===== config.mk =====
export PLATFORM = sky130hd
export DESIGN_NAME = flash_cmd_decoder
export DESIGN_NICKNAME = d
export VERILOG_FILES = /design/src/rtl/flash_cmd_pkg.sv /design/src/rtl/flash_cmd_classify.sv /design/src/rtl/flash_cmd_fsm.sv /design/src/rtl/flash_cmd_capture.sv /design/src/rtl/flash_cmd_decoder.sv
export SDC_FILE = /design/constraint.sdc
export NUM_CORES = 1
export LEC_CHECK = 0
export CAP_MARGIN = 20
export CORE_UTILIZATION = 30
export DETAILED_ROUTE_END_ITERATION = 16
export GPL_TIMING_DRIVEN = 0
export PLACE_DENSITY = 0.69
export RECOVER_POWER = 100
export SETUP_SLACK_MARGIN = 0.1
export SLEW_MARGIN = 10
export SYNTH_ARGS = -nofsm -noshare
export SYNTH_HDL_FRONTEND = slang
export SYNTH_SLANG_ARGS = --single-unit

===== constraint.sdc =====
create_clock -name clk -period 2.5 [get_ports clk]
set_input_delay 0.25 -clock clk [delete_from_list [all_inputs] [get_ports clk]]
set_output_delay 0.25 -clock clk [all_outputs]
set_load 0.02 [all_outputs]

===== src/rtl/flash_cmd_pkg.sv =====
// Shared types for the flash command decoder: base modes, sequence
// steps, classified write codes and the command pulse bundle.
package flash_cmd_pkg;

    typedef enum logic [2:0] {
        MODE_ARRAY   = 3'd0,
        MODE_AUTOSEL = 3'd1,
        MODE_QUERY   = 3'd2,
        MODE_BYPASS  = 3'd3,
        MODE_SUSPEND = 3'd4
    } mode_e;

    typedef enum logic [3:0] {
        ST_IDLE, ST_U1, ST_U2, ST_PGM, ST_E1, ST_E2, ST_E3,
        ST_BP_PGM, ST_BP_ERA, ST_BP_EXIT
    } step_e;

    typedef enum logic [3:0] {
        K_AA, K_55, K_A0, K_80, K_90, K_20, K_10, K_30,
        K_F0, K_B0, K_98, K_00, K_OTHER
    } code_e;

    typedef struct packed {
        logic prog;
        logic chip;
        logic sect;
        logic susp;
        logic resume;
        logic rst;
    } pulse_t;

endpackage


===== src/rtl/flash_cmd_classify.sv =====
// Combinational classifier. It sorts the low data byte into a command
// code and flags the three unlock addresses.
// Assumes: the caller passes only the low address bits that take part
// in matching and only the low data byte.
module flash_cmd_classify
    import flash_cmd_pkg::*;
#(
    parameter int MATCH_W = 11
) (
    input  logic [MATCH_W-1:0] addr_lo,
    input  logic [7:0]         data_lo,
    output code_e              code,
    output logic               at_555,
    output logic               at_2aa,
    output logic               at_055
);
    localparam logic [MATCH_W-1:0] ADR_555 = MATCH_W'(12'h555);
    localparam logic [MATCH_W-1:0] ADR_2AA = MATCH_W'(12'h2AA);
    localparam logic [MATCH_W-1:0] ADR_055 = MATCH_W'(12'h055);

    // Purpose: flag the unlock and query addresses.
    always_comb begin
        at_555 = (addr_lo == ADR_555);
        at_2aa = (addr_lo == ADR_2AA);
        at_055 = (addr_lo == ADR_055);
    end

    // Purpose: map the low data byte onto a command code.
    always_comb begin
        unique case (data_lo)
            8'hAA:   code = K_AA;
            8'h55:   code = K_55;
            8'hA0:   code = K_A0;
            8'h80:   code = K_80;
            8'h90:   code = K_90;
            8'h20:   code = K_20;
            8'h10:   code = K_10;
            8'h30:   code = K_30;
            8'hF0:   code = K_F0;
            8'hB0:   code = K_B0;
            8'h98:   code = K_98;
            8'h00:   code = K_00;
            default: code = K_OTHER;
        endcase
    end
endmodule


===== src/rtl/flash_cmd_fsm.sv =====
// Sequence state machine. It tracks the step within a multi-write
// sequence, the base mode and the suspended-erase flag, and it issues
// the registered command pulses together with a capture strobe.
// Assumes: the write inputs are classified in the same cycle; busy and
// erasing are synchronous to clk.
module flash_cmd_fsm
    import flash_cmd_pkg::*;
(
    input  logic   clk,
    input  logic   rst_n,
    input  logic   wr_en,
    input  code_e  code,
    input  logic   at_555,
    input  logic   at_2aa,
    input  logic   at_055,
    input  logic   busy,
    input  logic   erasing,
    output pulse_t pulse,
    output logic   cap,
    output mode_e  mode
);
    step_e  step, step_n;
    mode_e  mode_n;
    logic   susp, susp_n;
    pulse_t pulse_n;
    logic   is_rst, is_susp;

    // Purpose: find the commands that bypass the busy gate.
    always_comb begin
        is_rst  = wr_en && code == K_F0 && mode != MODE_BYPASS && step != ST_PGM;
        is_susp = wr_en && code == K_B0 && erasing && mode != MODE_BYPASS && step != ST_PGM;
    end

    // Purpose: next step, mode, suspend flag, pulses and capture strobe.
    always_comb begin
        step_n  = step;
        mode_n  = mode;
        susp_n  = susp;
        pulse_n = '0;
        cap     = 1'b0;
        if (is_rst) begin
            pulse_n.rst = 1'b1;
            step_n      = ST_IDLE;
            mode_n      = susp ? MODE_SUSPEND : MODE_ARRAY;
        end else if (is_susp) begin
            pulse_n.susp = 1'b1;
            cap          = 1'b1;
            step_n       = ST_IDLE;
            mode_n       = MODE_SUSPEND;
            susp_n       = 1'b1;
        end else if (wr_en && !busy) begin
            step_n = ST_IDLE;
            unique case (step)
                ST_IDLE: begin
                    if (mode == MODE_BYPASS) begin
                        if (code == K_A0)      step_n = ST_BP_PGM;
                        else if (code == K_80) step_n = ST_BP_ERA;
                        else if (code == K_90) step_n = ST_BP_EXIT;
                    end else if (mode == MODE_SUSPEND && code == K_30) begin
                        pulse_n.resume = 1'b1;
                        cap            = 1'b1;
                        mode_n         = MODE_ARRAY;
                        susp_n         = 1'b0;
                    end else if (code == K_98 && at_055) begin
                        mode_n = MODE_QUERY;
                    end else if (code == K_AA && at_555) begin
                        step_n = ST_U1;
                    end
                end
                ST_U1: if (code == K_55 && at_2aa) step_n = ST_U2;
                ST_U2: if (at_555) begin
                    if (code == K_A0)      step_n = ST_PGM;
                    else if (code == K_80) step_n = ST_E1;
                    else if (code == K_90) begin
                        mode_n = MODE_AUTOSEL;
                        cap    = 1'b1;
                    end else if (code == K_20) mode_n = MODE_BYPASS;
                end
                ST_PGM, ST_BP_PGM: begin
                    pulse_n.prog = 1'b1;
                    cap          = 1'b1;
                end
                ST_E1: if (code == K_AA && at_555) step_n = ST_E2;
                ST_E2: if (code == K_55 && at_2aa) step_n = ST_E3;
                ST_E3: begin
                    if (code == K_10 && at_555) begin
                        pulse_n.chip = 1'b1;
                        cap          = 1'b1;
                    end else if (code == K_30) begin
                        pulse_n.sect = 1'b1;
                        cap          = 1'b1;
                    end
                end
                ST_BP_ERA: if (code == K_10) begin
                    pulse_n.chip = 1'b1;
                    cap          = 1'b1;
                end
                ST_BP_EXIT: if (code == K_00) mode_n = MODE_ARRAY;
                default: step_n = ST_IDLE;
            endcase
        end
    end

    // Purpose: state and pulse registers with synchronous reset.
    always_ff @(posedge clk) begin
        if (!rst_n) begin
            step  <= ST_IDLE;
            mode  <= MODE_ARRAY;
            susp  <= 1'b0;
            pulse <= '0;
        end else begin
            step  <= step_n;
            mode  <= mode_n;
            susp  <= susp_n;
            pulse <= pulse_n;
        end
    end

    p_single_pulse_r13: assert property (@(posedge clk) disable iff (!rst_n)
        $onehot0(pulse));
    p_suspend_needs_erase_r10: assert property (@(posedge clk) disable iff (!rst_n)
        pulse.susp |-> $past(erasing));
    p_resume_from_suspend_r10: assert property (@(posedge clk) disable iff (!rst_n)
        pulse.resume |-> $past(mode) == MODE_SUSPEND);
    p_busy_ignored_r12: assert property (@(posedge clk) disable iff (!rst_n)
        (wr_en && busy && code != K_F0 && code != K_B0)
        |=> (pulse == '0 && mode == $past(mode) && step == $past(step)));
    p_reset_target_r11: assert property (@(posedge clk) disable iff (!rst_n)
        pulse.rst |-> (mode == MODE_ARRAY || mode == MODE_SUSPEND));
    p_bypass_no_reset_r11: assert property (@(posedge clk) disable iff (!rst_n)
        (wr_en && mode == MODE_BYPASS) |=> !pulse.rst);
endmodule


===== src/rtl/flash_cmd_capture.sv =====
// Target register. It holds the address, data and bank field of the
// write that completed the most recent capturing command.
// Assumes: cap is high only in the cycle of that completing write.
module flash_cmd_capture #(
    parameter int ADDR_W = 22,
    parameter int DATA_W = 16,
    parameter int BANK_W = 3
) (
    input  logic              clk,
    input  logic              rst_n,
    input  logic              cap,
    input  logic [ADDR_W-1:0] addr,
    input  logic [DATA_W-1:0] data,
    output logic [ADDR_W-1:0] tgt_addr,
    output logic [DATA_W-1:0] tgt_data,
    output logic [BANK_W-1:0] tgt_bank
);
    localparam int BANK_LSB = ADDR_W - BANK_W;

    // Purpose: load the target fields on the capture strobe.
    always_ff @(posedge clk) begin
        if (!rst_n) begin
            tgt_addr <= '0;
            tgt_data <= '0;
            tgt_bank <= '0;
        end else if (cap) begin
            tgt_addr <= addr;
            tgt_data <= data;
            tgt_bank <= addr[ADDR_W-1:BANK_LSB];
        end
    end

    p_hold_without_cap_r2: assert property (@(posedge clk) disable iff (!rst_n)
        !cap |=> $stable(tgt_addr) && $stable(tgt_data));
endmodule


===== src/rtl/flash_cmd_decoder.sv =====
// Top of the flash command decoder. It ties the classifier, the
// sequence state machine and the target register together.
// Assumes: one write per strobe cycle; all inputs synchronous to clk.
module flash_cmd_decoder #(
    parameter int ADDR_W  = 22,
    parameter int DATA_W  = 16,
    parameter int BANK_W  = 3,
    parameter int MATCH_W = 11
) (
    input  logic              clk,
    input  logic              rst_n,
    input  logic              wr_en,
    input  logic [ADDR_W-1:0] wr_addr,
    input  logic [DATA_W-1:0] wr_data,
    input  logic              busy,
    input  logic              erasing,
    output logic              cmd_program,
    output logic              cmd_chip_erase,
    output logic              cmd_sector_erase,
    output logic              cmd_suspend,
    output logic              cmd_resume,
    output logic              cmd_reset,
    output logic [ADDR_W-1:0] tgt_addr,
    output logic [DATA_W-1:0] tgt_data,
    output logic [BANK_W-1:0] tgt_bank,
    output logic [2:0]        mode
);
    import flash_cmd_pkg::*;

    code_e  code;
    logic   at_555, at_2aa, at_055, cap;
    pulse_t pulse;
    mode_e  mode_q;

    flash_cmd_classify #(.MATCH_W(MATCH_W)) u_classify (
        .addr_lo (wr_addr[MATCH_W-1:0]),
        .data_lo (wr_data[7:0]),
        .code    (code),
        .at_555  (at_555),
        .at_2aa  (at_2aa),
        .at_055  (at_055)
    );

    flash_cmd_fsm u_fsm (
        .clk     (clk),
        .rst_n   (rst_n),
        .wr_en   (wr_en),
        .code    (code),
        .at_555  (at_555),
        .at_2aa  (at_2aa),
        .at_055  (at_055),
        .busy    (busy),
        .erasing (erasing),
        .pulse   (pulse),
        .cap     (cap),
        .mode    (mode_q)
    );

    flash_cmd_capture #(.ADDR_W(ADDR_W), .DATA_W(DATA_W), .BANK_W(BANK_W)) u_capture (
        .clk      (clk),
        .rst_n    (rst_n),
        .cap      (cap),
        .addr     (wr_addr),
        .data     (wr_data),
        .tgt_addr (tgt_addr),
        .tgt_data (tgt_data),
        .tgt_bank (tgt_bank)
    );

    // Purpose: fan the pulse bundle and mode out to the ports.
    always_comb begin
        cmd_program      = pulse.prog;
        cmd_chip_erase   = pulse.chip;
        cmd_sector_erase = pulse.sect;
        cmd_suspend      = pulse.susp;
        cmd_resume       = pulse.resume;
        cmd_reset        = pulse.rst;
        mode             = mode_q;
    end
endmodule


==> impl_metrics.env, run 1 <==
export IMPL_drtPass1Iterations=4
export IMPL_drt_initial_drc_count=163
export IMPL_yosysUniqueCellTypes=49
export IMPL_cts_sinks=52
export IMPL_outcome="finished, final reports clean"
export IMPL_drt_vias_per_instance=5.18
export IMPL_grt_total_usage_pct=18.1
export IMPL_area_growth_syn_to_layout_pct=49.1
export IMPL_cts_inserted_buffers=5
export IMPL_grt_first_pass_wirelength_um=12600
export IMPL_syn_nets=366
export IMPL_yosysMostFrequentCell="nand2_1"
export IMPL_critPathKind="input port to register"
export IMPL_cp_max_fo=6
export IMPL_synthArstFlopShare_pct=0
export IMPL_post_synth_top_area_fraction_pct=40.7
export IMPL_place_congestion=0.832
export IMPL_h_tree_depth=2
export IMPL_synth_edf_count=0
export IMPL_crit_required_ns=2.69
export IMPL_die_height_um=94.4
export IMPL_cts_tree="yes"
export IMPL_final_setup_tns_ns=0
export IMPL_finalMaxSlewViolations=0
export IMPL_grt_pass1_vias=2549
export IMPL_min_path_cells=3
export IMPL_start_kind="input port"
export IMPL_power_leakage_uw=0.00155
export IMPL_fin_skew_ns=0.00626
export IMPL_finalHoldWorstSlack_ns=0.241
export IMPL_clock_latency_ns=0.31
export IMPL_wl_per_cell_um=14.8
export IMPL_die_area_um2=8910
export IMPL_wirelength_um=7930
export IMPL_yosysTopAreaCell="dfxtp_1"
export IMPL_initial_utilization_pct=31.2
export IMPL_reg2reg_depth=7
export IMPL_core_um2=8220
export IMPL_min_period_ns=2.35
export IMPL_drv_cap=0
export IMPL_finalHoldViolCount=0
export IMPL_setup_violations=0
export IMPL_syn_instance_count=323
export IMPL_yosys_warnings=0
export IMPL_power_density_nw_per_um2=391
export IMPL_cts_root_buf="clkbuf_8"
export IMPL_fin_crit_sh_pct=93.8
export IMPL_drcViolationCount=0
export IMPL_rows=33
export IMPL_slew_limit_headroom_pct=62.4
export IMPL_final_util_pct=46.4
export IMPL_crit_path_end_kind="register"
export IMPL_synth_ff_latch_count=52
export IMPL_syn_area_per_cell_um2=7.93
export IMPL_die_w_um=94.4
export IMPL_synth_commonest_cells="53 x nand2_1, 52 x dfxtp_1, 41 x nand3_1"
export IMPL_ir_drop_mv=0.202
export IMPL_crit_arrival_ns=2.54
export IMPL_rsz0062_at_grt="false"
export IMPL_overflow=0
export IMPL_ys_top_cells_by_area="dfxtp_1 41%, nand3_1 8.0%, nand2_1 7.8%"
export IMPL_n_antenna_cell=0
export IMPL_ys_seq_area_share_pct=40.7
export IMPL_min_path_type="input port to register"
export IMPL_worst_pin_slew_ns=0.556
export IMPL_path_clk_slew_ns=0.10
export IMPL_vias=2773
export IMPL_synthFlopType="dfxtp_1"
export IMPL_ant_nets=0
export IMPL_syn_area_um2=2560
export IMPL_finalPower_uw=1490
export IMPL_io_pins=93
export IMPL_final_layout_size_suffix_gt1_share_pct=10.5
export IMPL_grt_max_degree=18
export IMPL_nets=472
export IMPL_antenna_found_initial=0
export IMPL_clock_path_buffers=2
export IMPL_hpwl_um=6000
export IMPL_timing_fmax_mhz=426
export IMPL_port_buffers=90
==> metrics by stage <==
stage          cells  worst slack [ns]  area [um2]
4_1_cts          530             0.102        3760
5_1_grt          535            0.0589        3820
3_5_place_dp     518            -0.505        3590
6_report         535             0.154        3820
3_3_place_gp     518            -0.462        3590
2_1_floorplan    323             0.377        2560
==> cells in the final DEF (no fill, tap or decap), drive strengths merged, types with 3 or more instances in the layout <==
cell	n
a21oi	10
a32oi	3
buf	19
clkbuf	23
clkdlybuf4s50	31
dfxtp	52
dlygate4sd2	5
dlygate4sd3	50
dlymetal6s2s	4
inv	5
mux2i	4
nand2	53
nand2b	4
nand3	41
nand3b	4
nor2	15
nor2b	3
nor3	10
nor3b	3
nor4	7
nor4b	4
o21ai	44
o31ai	3
or4	3
==> path summary, 6_finish.rpt <==
| kind | start | end | slack (ns) |
|---|---|---|---|
| setup reg to reg | u_fsm.step[3]$_SDFFE_PP0P_ | u_fsm.mode[0]$_SDFFE_PN0P_ | 0.23 |
| setup / recovery | wr_data[1] | u_fsm.mode[0]$_SDFFE_PN0P_ | 0.15 |
| hold / removal | wr_addr[5] | u_capture.tgt_addr[5]$_SDFFE_PN0P_ | 0.24 |
| hold reg to reg | u_capture.tgt_data[2]$_SDFFE_PN0P_ | u_capture.tgt_data[2]$_SDFFE_PN0P_ | 0.47 |
==> report_power, final <==
part / internal [uW] / leakage, uW / switching [uW]
clock network: 200 / 0.0000445 / 299
registers: 828 / 0.000419 / 0.0123
logic: 81.6 / 0.00109 / 84.4
==> layer usage <==
| layer | vias up | GRT usage (%) | wire, um |
|---|---|---|---|
| met4 | 0 | 6.15 | 131 |
| met5 | - | 0 | 0 |
| li1 | 1377 | - | - |
| met2 | 87 | 28.9 | 3740 |
| met1 | 1298 | 25.1 | 3620 |
| met3 | 11 | 2.17 | 442 |
==> worst max-delay path, cell delays in order <==
cell	delay, ns
dlygate4sd2_1	0.30
or4_1	0.60
nor2_4	0.19
a31oi_1	0.11
or4_1	0.49
a211o_1	0.35
mux2i_1	0.18
nor2_1	0.06
==> logic make-up (layout without fill, tap and decap cells) <==
| kind of cell | count (synthesis) | count (layout) | share of synthesized area [%] |
|---|---|---|---|
| compound gates | 74 | 74 | 17.3 |
| buf+inv | 32 | 139 | 6.74 |
| flops | 52 | 52 | 40.7 |
| mux | 5 | 5 | 2.00 |
| simple gates | 160 | 160 | 33.3 |
==> repair_timing <==
action,4_1_cts,5_1_grt
setup endpoints to repair,42,42
hold endpoints to repair,0,0
cloned,0,1
hold buffers,0,0
buffers inserted,4,4
pin swaps,7,6
gates resized for setup,17,11
==> registers in the layout, indices dropped and copies added, names as in the netlist <==
register and flops:
u_capture.tgt_addr 22, u_capture.tgt_data 16, u_fsm.pulse 6, u_fsm.step 4, u_fsm.mode 3, u_fsm.susp 1
==> cell type report <==
cell class,count,area [um2]
sequential,52,1040
buffer,28,175
inverter,4,15.0
clock buffer,5,68.8
tap,105,131
timing repair buffer,99,962
multi-input combinational,239,1400
clock inverter,3,21.3
fill,840,4400
Note: power is estimated with default switching activity, not from simulation.
==> inputs of run 2 (changes only) <==
--- a/config.mk
+++ b/config.mk
@@ -6,10 +6,11 @@
 export NUM_CORES = 1
 export LEC_CHECK = 0
 export CAP_MARGIN = 20
-export CORE_UTILIZATION = 30
+export CORE_UTILIZATION = 45
 export DETAILED_ROUTE_END_ITERATION = 16
+export GPL_ROUTABILITY_DRIVEN = 0
 export GPL_TIMING_DRIVEN = 0
-export PLACE_DENSITY = 0.69
+export PLACE_DENSITY = 0.92
 export RECOVER_POWER = 100
 export SETUP_SLACK_MARGIN = 0.1
 export SLEW_MARGIN = 10
==> run 2 against run 1 <==
  * Sequential cell count did not move
  * Die area fell by 33%
  * Setup slack got worse by 0.012 ns
  * Via count rose by 6.4%
  * First-iteration DRC count rose by 56%
  * Register-to-register slack got worse by 0.09 ns
  * Largest cell class unchanged
  * Combinational power barely moved
  * Non-clock buffer count fell by 1
==> impl_metrics.env, run 2 (synthesized netlist as in run 1, its figures left out) <==
export IMPL_cts_tree="yes"
export IMPL_nets=471
export IMPL_h_tree_depth=2
export IMPL_min_period_ns=2.36
export IMPL_die_area_um2=5990
export IMPL_outcome="finished, final reports clean"
export IMPL_antenna_found_initial=0
export IMPL_finalMaxSlewViolations=0
export IMPL_layout_setup_ws_ns=0.142
export IMPL_grt_max_degree=17
export IMPL_fin_crit_sh_pct=94.3
export IMPL_die_w_um=77.4
export IMPL_overflow=0
export IMPL_crit_required_ns=2.74
export IMPL_regMostFlops="u_capture.tgt_addr"
export IMPL_finalPower_uw=1480
export IMPL_io_pins=93
export IMPL_clock_path_buffers=2
export IMPL_timing_fmax_mhz=424
export IMPL_worst_pin_slew_ns=0.665
export IMPL_drtPass1Iterations=5
export IMPL_hold_buffers=0
export IMPL_cts_inserted_buffers=5
export IMPL_layout_common_cells="53 x nand2_1, 52 x dfxtp_1, 50 x dlygate4sd3_1, 41 x nand3_1, 32 x clkdlybuf4s50_1"
export IMPL_setup_violations=0
export IMPL_core_um2=5510
export IMPL_crit_arrival_ns=2.60
export IMPL_wl_per_cell_um=16.2
export IMPL_finalHoldViolCount=0
export IMPL_largest_reg_flops=22
export IMPL_grt_pass1_vias=2539
export IMPL_regArea_um2=1040
export IMPL_ant_nets=0
export IMPL_rsz0062_at_grt="false"
export IMPL_wirelength_um=8130
export IMPL_power_leakage_uw=0.00156
export IMPL_vias=2951
export IMPL_grt_total_usage_pct=25.5
export IMPL_drcViolationCount=0
export IMPL_n_antenna_cell=0
export IMPL_drv_cap=0
export IMPL_pre_cts_slack_ns=-0.386
export IMPL_die_height_um=77.4
export IMPL_area_growth_syn_to_layout_pct=47.0
export IMPL_grt_first_pass_wirelength_um=12200
export IMPL_power_density_nw_per_um2=394
export IMPL_port_buffers=90
export IMPL_crit_path_end_kind="register"
export IMPL_clock_latency_ns=0.31
export IMPL_multi_input_area_um2=1390
export IMPL_layout_commonest_cell="nand2_1"
export IMPL_cp_max_fo=10
export IMPL_start_kind="register"
export IMPL_drt_vias_per_instance=5.89
export IMPL_rows=27
export IMPL_final_layout_size_suffix_gt1_share_pct=10.0
export IMPL_top_regs="u_capture.tgt_addr x22, u_capture.tgt_data x16, u_fsm.pulse x6"
export IMPL_critPathKind="register to register"
export IMPL_slew_limit_headroom_pct=55.2
export IMPL_min_path_type="input port to register"
export IMPL_initial_utilization_pct=46.5
export IMPL_ir_drop_mv=0.206
export IMPL_fin_skew_ns=0.00825
export IMPL_cts_sinks=52
export IMPL_fillCellCount=410
export IMPL_path_clk_slew_ns=0.10
export IMPL_drt_initial_drc_count=255
export IMPL_cts_root_buf="clkbuf_8"
export IMPL_final_util_pct=68.3
export IMPL_hpwl_um=5530
run 2: metal layers:
| metal | up-vias | global-route usage [%] | wire, um |
|---|---|---|---|
| li1 | 1375 | - | - |
| met1 | 1357 | 31.3 | 3260 |
| met2 | 181 | 42.7 | 3900 |
| met3 | 38 | 5.18 | 643 |
| met4 | 0 | 11.3 | 325 |
| met5 | - | 0 | 0 |
run 2: final timing paths:
path,startpoint,slack (ns),depth (start not counted),end
max,u_fsm.step[0]$_SDFFE_PP0P_,0.14,10,u_capture.tgt_addr[17]$_SDFFE_PN0P_
min,wr_addr[6],0.23,3,u_capture.tgt_addr[6]$_SDFFE_PN0P_
max reg2reg,u_fsm.step[0]$_SDFFE_PP0P_,0.14,10,u_capture.tgt_addr[17]$_SDFFE_PN0P_
min reg2reg,u_capture.tgt_data[1]$_SDFFE_PN0P_,0.46,2,u_capture.tgt_data[1]$_SDFFE_PN0P_
run 2: repair_timing:
action | 4_1_cts | 5_1_grt
buffers inserted | 2 | 6
pin swaps | 2 | 10
hold endpoints to repair | 0 | 0
gates resized for setup | 6 | 22
endpoints found under the setup margin | 42 | 43
run 2: worst max-delay path: stages, from the launching register on:
cell and delay, ns:
dfxtp_1 0.36, clkbuf_2 0.23, nand3b_1 0.20, o2111a_1 0.34, a2bb2oi_1 0.18, o21ai_1 0.10, o211ai_2 0.32, buf_6 0.20
buf_6 0.15, nand3_1 0.10, o21ai_1 0.11
run 2: where the power goes:
group	switching (uW)	internal (uW)	total, uW
sequential	0.0190	828	828
combinational	86.6	81.6	168
clock	291	196	487
total	378	1110	1480
run 2: stage by stage:
stage	setup TNS [ns]	hold WS (ns)	instance area, um2	std cells
finish	0	0.226	3760	501
global route	0	0.238	3760	501
CTS	0	0.365	3670	495
detailed placement	-13.31	0.450	3550	485
global placement	-12.00	0.442	3550	485
floorplan	0	0.383	2560	323
run 2: cell type report:
class	instances	area share (%)
multi-input combinational	239	36.9
sequential	52	27.7
timing repair buffer	98	25.9
buffer	28	4.49
tap	72	2.39
clock buffer	5	1.83
clock inverter	3	0.499
inverter	4	0.399
